<file path="src/rtl/prb_pkg.sv">
package prb_pkg;
  typedef enum logic [1:0] {
    PS_IDLE  = 2'd0,
    PS_PROBE = 2'd1,
    PS_READY = 2'd2
  } prb_state_e;
endpackage

</file>
<file path="src/rtl/prb_sync_edge.sv">
module prb_sync_edge #(
  parameter int STAGES = 2
) (
  input  logic clk,
  input  logic rst_n,
  input  logic async_in,
  output logic edge_seen
);
  logic [STAGES-1:0] chain_q;
  logic              prev_q;

  // synchronizer chain, one flop per stage
  genvar g;
  generate
    for (g = 0; g < STAGES; g++) begin : g_stage
      if (g == 0) begin : g_first
        always_ff @(posedge clk or negedge rst_n) begin
          if (!rst_n) chain_q[0] <= 1'b0;
          else        chain_q[0] <= async_in;
        end
      end else begin : g_next
        always_ff @(posedge clk or negedge rst_n) begin
          if (!rst_n) chain_q[g] <= 1'b0;
          else        chain_q[g] <= chain_q[g-1];
        end
      end
    end
  endgenerate

  always_ff @(posedge clk or negedge rst_n) begin
    if (!rst_n) prev_q <= 1'b0;
    else        prev_q <= chain_q[STAGES-1];
  end

  assign edge_seen = chain_q[STAGES-1] ^ prev_q;
endmodule

</file>
<file path="src/rtl/prb_probe_timer.sv">
module prb_probe_timer #(
  parameter int PULSE_CYC  = 100,
  parameter int PERIOD_CYC = 10000
) (
  input  logic clk,
  input  logic rst_n,
  input  logic run,
  output logic pulse_on
);
  localparam int TW = (PERIOD_CYC > 1) ? $clog2(PERIOD_CYC) : 1;
  localparam logic [TW-1:0] LAST  = TW'(PERIOD_CYC - 1);
  localparam logic [TW-1:0] WIDTH = TW'(PULSE_CYC);

  logic [TW-1:0] cnt_q, cnt_d;
  logic          cnt_en;

  assign cnt_en = 1'b1;

  always_comb begin
    cnt_d = cnt_q;
    if (!run)               cnt_d = '0;
    else if (cnt_q == LAST) cnt_d = '0;
    else                    cnt_d = cnt_q + 1'b1;
  end

  always_ff @(posedge clk or negedge rst_n) begin
    if (!rst_n)      cnt_q <= '0;
    else if (cnt_en) cnt_q <= cnt_d;
  end

  assign pulse_on = run && (cnt_q < WIDTH);
endmodule

</file>
<file path="src/rtl/prb_cross_count.sv">
module prb_cross_count #(
  parameter int NEED = 4
) (
  input  logic clk,
  input  logic rst_n,
  input  logic clr,
  input  logic inc,
  output logic done
);
  localparam int CW = $clog2(NEED + 1);
  localparam logic [CW-1:0] LAST = CW'(NEED - 1);

  logic [CW-1:0] cnt_q, cnt_d;
  logic          cnt_en;

  assign cnt_en = clr || inc;

  always_comb begin
    if (clr) cnt_d = '0;
    else     cnt_d = cnt_q + 1'b1;
  end

  always_ff @(posedge clk or negedge rst_n) begin
    if (!rst_n)      cnt_q <= '0;
    else if (cnt_en) cnt_q <= cnt_d;
  end

  assign done = !clr && inc && (cnt_q == LAST);
endmodule

</file>
<file path="src/rtl/prb_rail_probe.sv">
module prb_rail_probe
  import prb_pkg::*;
#(
  parameter int CLK_KHZ     = 100000,
  parameter int PULSE_CYC   = CLK_KHZ / 1000,
  parameter int PERIOD_CYC  = CLK_KHZ / 10,
  parameter int CROSS_NEED  = 4,
  parameter int SYNC_STAGES = 2
) (
  input  logic clk,
  input  logic rst_n,
  input  logic bias_ok,
  input  logic dis_n,
  input  logic sw_hi,
  output logic probe_gate,
  output logic rail_ready
);
  prb_state_e state_q, state_d;
  logic       enabled;
  logic       probing;
  logic       sw_edge;
  logic       pulse_on;
  logic       count_done;

  assign enabled = bias_ok && dis_n;
  assign probing = (state_q == PS_PROBE);

  prb_sync_edge #(.STAGES(SYNC_STAGES)) u_sync (
    .clk(clk), .rst_n(rst_n), .async_in(sw_hi), .edge_seen(sw_edge)
  );

  prb_probe_timer #(.PULSE_CYC(PULSE_CYC), .PERIOD_CYC(PERIOD_CYC)) u_timer (
    .clk(clk), .rst_n(rst_n), .run(probing), .pulse_on(pulse_on)
  );

  prb_cross_count #(.NEED(CROSS_NEED)) u_count (
    .clk(clk), .rst_n(rst_n), .clr(!probing), .inc(sw_edge), .done(count_done)
  );

  always_comb begin
    state_d = state_q;
    if (!enabled) begin
      state_d = PS_IDLE;
    end else begin
      case (state_q)
        PS_IDLE:  state_d = PS_PROBE;
        PS_PROBE: if (count_done) state_d = PS_READY;
        PS_READY: state_d = PS_READY;
        default:  state_d = PS_IDLE;
      endcase
    end
  end

  always_ff @(posedge clk or negedge rst_n) begin
    if (!rst_n) state_q <= PS_IDLE;
    else        state_q <= state_d;
  end

  assign probe_gate = pulse_on;
  assign rail_ready = (state_q == PS_READY);
endmodule

</file>
<file path="config.mk">
export PLATFORM = sky130hd
export DESIGN_NAME = prb_rail_probe
export DESIGN_NICKNAME = d
export VERILOG_FILES = /design/src/rtl/prb_pkg.sv /design/src/rtl/prb_sync_edge.sv /design/src/rtl/prb_probe_timer.sv /design/src/rtl/prb_cross_count.sv /design/src/rtl/prb_rail_probe.sv
export SDC_FILE = /design/constraint.sdc
export NUM_CORES = 1
export LEC_CHECK = 0
export ABC_CLOCK_PERIOD_IN_PS = 2009
export BUFFER_PORTS_ARGS = -buffer_cell sky130_fd_sc_hd__buf_2
export CAP_MARGIN = 40
export CORE_MARGIN = 2
export CORE_UTILIZATION = 57
export CTS_CLUSTER_DIAMETER = 80
export CTS_CLUSTER_SIZE = 40
export DETAILED_ROUTE_END_ITERATION = 10
export HOLD_SLACK_MARGIN = 0.1
export PLACE_DENSITY = 0.85
export SLEW_MARGIN = 20
export SYNTH_ARGS = -nofsm -noshare
export SYNTH_HDL_FRONTEND = slang
export SYNTH_SLANG_ARGS = --single-unit
</file>
<file path="constraint.sdc">
create_clock -name clk -period 2.01 [get_ports clk]
set_input_delay 0.3015 -clock clk [delete_from_list [all_inputs] [get_ports clk]]
set_output_delay 0.3015 -clock clk [all_outputs]
set_load 0.005 [all_outputs]
</file>
Word level (Yosys, flattened, before mapping)
Cells that the tools add are included.
W data, S select, Z words.
- add/subtract/negate cells: 2
- multiply operators: 0
- divide/modulo/power cells: 0
- $lt $le $gt $ge: 1
- equality and inequality tests: 5
- shifts and indexed selects: 0
- mux-type cells: 6
- bitwise operators: 1
- reduce and logical (&&, ||, !) cells: 7
- operators by type and width (operator ; count):
    $mux W14 ; 2
    $add A14 B1 Y14 const B ; 1
    $eq A14 B14 Y1 const B ; 1
    $lt A14 B7 Y1 const B ; 1
    $pmux W2 S3 ; 1
    $logic_and A1 B1 Y1 ; 4
    $mux W2 ; 2
    $add A3 B1 Y3 const B ; 1
    $eq A3 B2 Y1 const B ; 1
    $mux W3 ; 1
    $ne A3 B2 Y1 const B ; 1
    $eq A2 B1 Y1 const B ; 1
    $eq A2 B2 Y1 const B ; 1
    $logic_not A2 Y1 ; 1
    $logic_not A1 Y1 ; 1
    $logic_or A1 B1 Y1 ; 1
    $xor A1 B1 Y1 ; 1
- register bits after elaboration: 22
- bits in latches: 0
- memory bits (writable): 0
- ROM bits: 0
- output and inout port bits: 2
- word-level logic and storage cells: 28
- memories kept: 0

Logic depth before layout (Yosys ltp)
- depth after elaboration: 6
- depth in mapped cells: 5
- mapped depth without buffers: 5

Modules after synthesis
Synthesis repeated with hierarchy kept, for this count alone.
- cell total of the unflattened synthesis: 101
- area total of the unflattened synthesis: 1092.3 µm²
- modules (own cells, without submodules) (module ; times used ; cells each ; area each (µm²)):
    prb_probe_timer ; 1 ; 69 ; 715.7
    prb_cross_count ; 1 ; 14 ; 148.9
    prb_rail_probe ; 1 ; 14 ; 143.9
    prb_sync_edge ; 1 ; 4 ; 83.8

Worst setup path before layout
No wires, ideal clock.
- path type: reg-to-reg
- from: register u_timer.cnt_q[4]
- to: register u_timer.cnt_q[11]
- setup time: 119 ps
- arrival: 1570 ps
- required time: 1891 ps
- setup slack: 322 ps
- cell stages (with the launch flop): 5
- cell sequence: dfrtp_1 or4b_4 o41ai_4 buf_6 nor2_1
- word-level cells in the longest chain between the ends: 3
- RTL lines (item ; RTL line ; RTL):
    from (decl) ; prb_probe_timer.sv:14 ; logic [TW-1:0] cnt_q, cnt_d;
    from (signal assigned) ; prb_probe_timer.sv:28 ; else if (cnt_en) cnt_q <= cnt_d;
    $add A14 B1 Y14 / $eq A14 B14 Y1 (equally long branches) ; prb_probe_timer.sv:23, prb_probe_timer.sv:22 ;
    $mux W14 * ; prb_probe_timer.sv:22 ; else if (cnt_q == LAST) cnt_d = '0;
    $mux W14 * ; prb_probe_timer.sv:21 ; if (!run) cnt_d = '0;
    via u_timer.cnt_d[11] ; prb_probe_timer.sv:14 ;
The timed path passes the listed nets; every way through them passes the cells marked *.
A chain may end at the register's enable or synchronous reset.

Worst setup path after layout
- from: register u_timer.cnt_q[11]
- to: output probe_gate
- word-level cells in the longest chain between the ends: 2
- RTL lines (item ; RTL line ; RTL):
    $lt A14 B7 Y1 ; prb_probe_timer.sv:31 ; assign pulse_on = run && (cnt_q < WIDTH);
    $logic_and A1 B1 Y1 ; prb_probe_timer.sv:31 ;
    to (decl) ; prb_rail_probe.sv:15 ; output logic probe_gate,
No other way between the ends.

==> results.sh <==
export IMPL_tritoncts="built"
export IMPL_antenna_found_initial=0
export IMPL_h_tree_depth=1
export IMPL_grt_max_degree=23
export IMPL_outcome="finished clean"
export IMPL_reg2reg_depth=4
export IMPL_tightestPinTransition_ps=470.2
export IMPL_dieArea_sq_mm=0.002259
export IMPL_antenna_cells=0
export IMPL_syn_avg_cell_area_sq_um=11.02
export IMPL_gp_congestion=0.8478
export IMPL_required_ps=1710
export IMPL_synth_async_reset_ratio=1.000
export IMPL_irDropWorstVdd_v=0.0003901
export IMPL_clock_root_buffer="clkbuf_4"
export IMPL_dieHeight_microns=47.53
export IMPL_finalClockSkew_ps=1.410
export IMPL_numCtsBuffers=3
export IMPL_yosysMostFrequentCell="dfrtp_1"
export IMPL_ys_ff_latch=22
export IMPL_rsz0062_at_grt="no"
export IMPL_synth_main_ff_cell="dfrtp_1"
export IMPL_achievable_frequency_ghz=0.5214
export IMPL_path_class="register to primary output"
export IMPL_grt_first_pass_wirelength_microns=3091
export IMPL_final_antenna_net_count=0
export IMPL_worstPathArrival_ps=1620
export IMPL_p_sw_w=0.0001700
export IMPL_wl_per_cell_microns=13.44
export IMPL_finalHoldViolCount=0
export IMPL_drt_total_wl_microns=1841
export IMPL_min_delay_path_class="input port to register"
export IMPL_synthToLayoutAreaGrowth_pct=11.94
export IMPL_cts_buffer_depth=2
export IMPL_ys_warn_count=0
export IMPL_via_per_inst=5.336
export IMPL_holdWs_ps=224.6
export IMPL_boundaryPins=7
export IMPL_drive_gt1_frac=0.1429
export IMPL_num_nets_final=124
export IMPL_slew_headroom=0.6865
export IMPL_leakagePower_nw=0.5471
export IMPL_core_sq_mm=0.001745
export IMPL_rows=15
export IMPL_crit_path_end_kind="primary output"
export IMPL_intPower_w=0.0005907
export IMPL_finalCriticalPeriod_ps=1918
export IMPL_cts_sinks=22
export IMPL_yosys_area_top_type_share=0.5098
export IMPL_min_path_cells=3
export IMPL_vias=731
export IMPL_syn_cell_area_sq_mm=0.001080
export IMPL_port_buffers=6
export IMPL_swShare=0.2234
export IMPL_initial_utilization=0.6186
export IMPL_maxCapViolCount=0
export IMPL_p_seq_frac=0.604
export IMPL_grt_pass1_vias=722
export IMPL_p_clk_frac=0.313
export IMPL_setup_tns_ps=0
export IMPL_dp_cells=130
export IMPL_fin_crit_sh=0.9542
export IMPL_fillers=137
export IMPL_critical_path_max_fanout=3
export IMPL_cp_slowest_cell="or3_2"
export IMPL_synth_area_leader_cell="dfrtp_1"
export IMPL_syn_nets=109
export IMPL_slew_violations=0
export IMPL_synth_top_cells_by_count="22 x dfrtp_1, 13 x nor2_1, 7 x xor2_1"
export IMPL_dpl_hpwl_microns=1307
export IMPL_clock_latency_ps=300
export IMPL_p_per_area_mw_per_mm2=629.3
export IMPL_drc=0
export IMPL_die_x_microns=47.53
export IMPL_cp_start_kind="register"
export IMPL_netlist_instances=98
export IMPL_dr_pass1_iters=4
export IMPL_stdcell_count=137
export IMPL_dpl_instance_area_sq_mm=0.001145
export IMPL_synth_area_leaders="dfrtp_1 51%, ha_1 7.0%, xor2_1 5.7%"
export IMPL_yosysSeqAreaShare=0.5098
export IMPL_clkTransAtPathRegs_ps=110
export IMPL_synth_edf_count=0
export IMPL_critPathMaxStageDelay_ps=530
export IMPL_grt_use_total=0.2002
export IMPL_worstPathCellList="or3_2, and4b_1, buf_2"
export IMPL_setup_viol=0
export IMPL_ys_types=26
export IMPL_grt_overflow=0
export IMPL_stdcell_area_sq_mm=0.001209
export IMPL_drt_iter0_markers=10
export IMPL_comb_power_share=0.083
[layer usage]
layer | track usage | vias to the layer above | part of all wire
li1 | - | 364 | -
met1 | 0.2560 | 351 | 0.48
met2 | 0.3297 | 11 | 0.47
met3 | 0.03774 | 5 | 0.028
met4 | 0.08889 | 0 | 0.018
met5 | 0 | - | 0
[stage by stage]
step / setup WS [ps] / utilization / total power (W)
detailed placement: 285.7 / 0.6559 / 0.0005297
global route: 11.94 / 0.6925 / 0.0008030
floorplan: 321.7 / - / 0.0005042
finish: 92.10 / 0.6925 / 0.0007606
global placement: 337.9 / 0.6559 / 0.0005245
CTS: 67.17 / 0.6882 / 0.0007737
[critical path, delay by kind of cell (launching register included)]
family        cells  cell delay (ps)
flops             1              420
simple gates      2              790
buf+inv           1              110
[area by class of cell]
cell class              instances  area [sq um]  area share
multi-input cells              69         495.5      0.4099
flip-flops and latches         22         550.5      0.4555
well taps                      25         31.28     0.02588
clock buffers                   4         36.28     0.03002
repair buffers                 11         72.57     0.06004
inverters                       6         22.52     0.01863
[placed cells by master (no fill, tap or decap), types with 3 or more instances in the layout]
master,count
mux2i_1,3
nand4_1,4
nor2_1,13
xor2_1,7
ha_1,6
dfrtp_1,22
xnor2_1,5
nor3_1,4
buf_4,3
nand3_1,3
buf_2,6
inv_1,6
clkbuf_4,3
nand2_1,5
[power groups by stage]
stage | logic, W | clock network (W) | registers, W
floorplan | 0.0000378 | 0 | 0.000466
global placement | 0.0000574 | 0 | 0.000467
detailed placement | 0.0000615 | 0 | 0.000468
CTS | 0.0000648 | 0.000249 | 0.000460
global route | 0.0000739 | 0.000268 | 0.000461
finish | 0.0000628 | 0.000238 | 0.000460
[what timing repair did]
item,4_1_cts,5_1_grt
setup endpoints to repair,0,1
gates resized for setup,0,0
buffers inserted,0,1
hold buffers,2,0
endpoints found under the hold margin,23,0
[registers in the layout, indices dropped and copies added, names as in the netlist]
name            count
u_timer.cnt_q      14
u_count.cnt_q       3
state_q             2
u_sync.chain_q      2
u_sync.prev_q       1
[cells by family (layout without fill, tap and decap cells)]
family | count (synthesis) | in the layout | share of synthesized area
simple gates | 40 | 40 | 0.1958
flops | 22 | 22 | 0.5099
xor+xnor | 12 | 12 | 0.09733
compound gates | 8 | 8 | 0.06837
buf+inv | 7 | 21 | 0.03128
fa+ha+maj | 6 | 6 | 0.06952
mux | 3 | 3 | 0.02781
[path summary, 6_finish.rpt]
kind	from	to	slack, ps
setup / recovery	u_timer.cnt_q[11]$_DFF_PN0_	probe_gate	90
hold / removal	dis_n	state_q[0]$_DFFE_PN0P_	220
setup reg to reg	u_timer.cnt_q[4]$_DFF_PN0_	u_timer.cnt_q[9]$_DFF_PN0_	260
hold reg to reg	u_sync.chain_q[0]$_DFF_PN0_	u_sync.chain_q[1]$_DFF_PN0_	370
max in group asynchronous	rst_n	u_timer.cnt_q[1]$_DFF_PN0_	1220
min in group asynchronous	rst_n	u_timer.cnt_q[9]$_DFF_PN0_	470
Power figures use the tool's default switching activity.
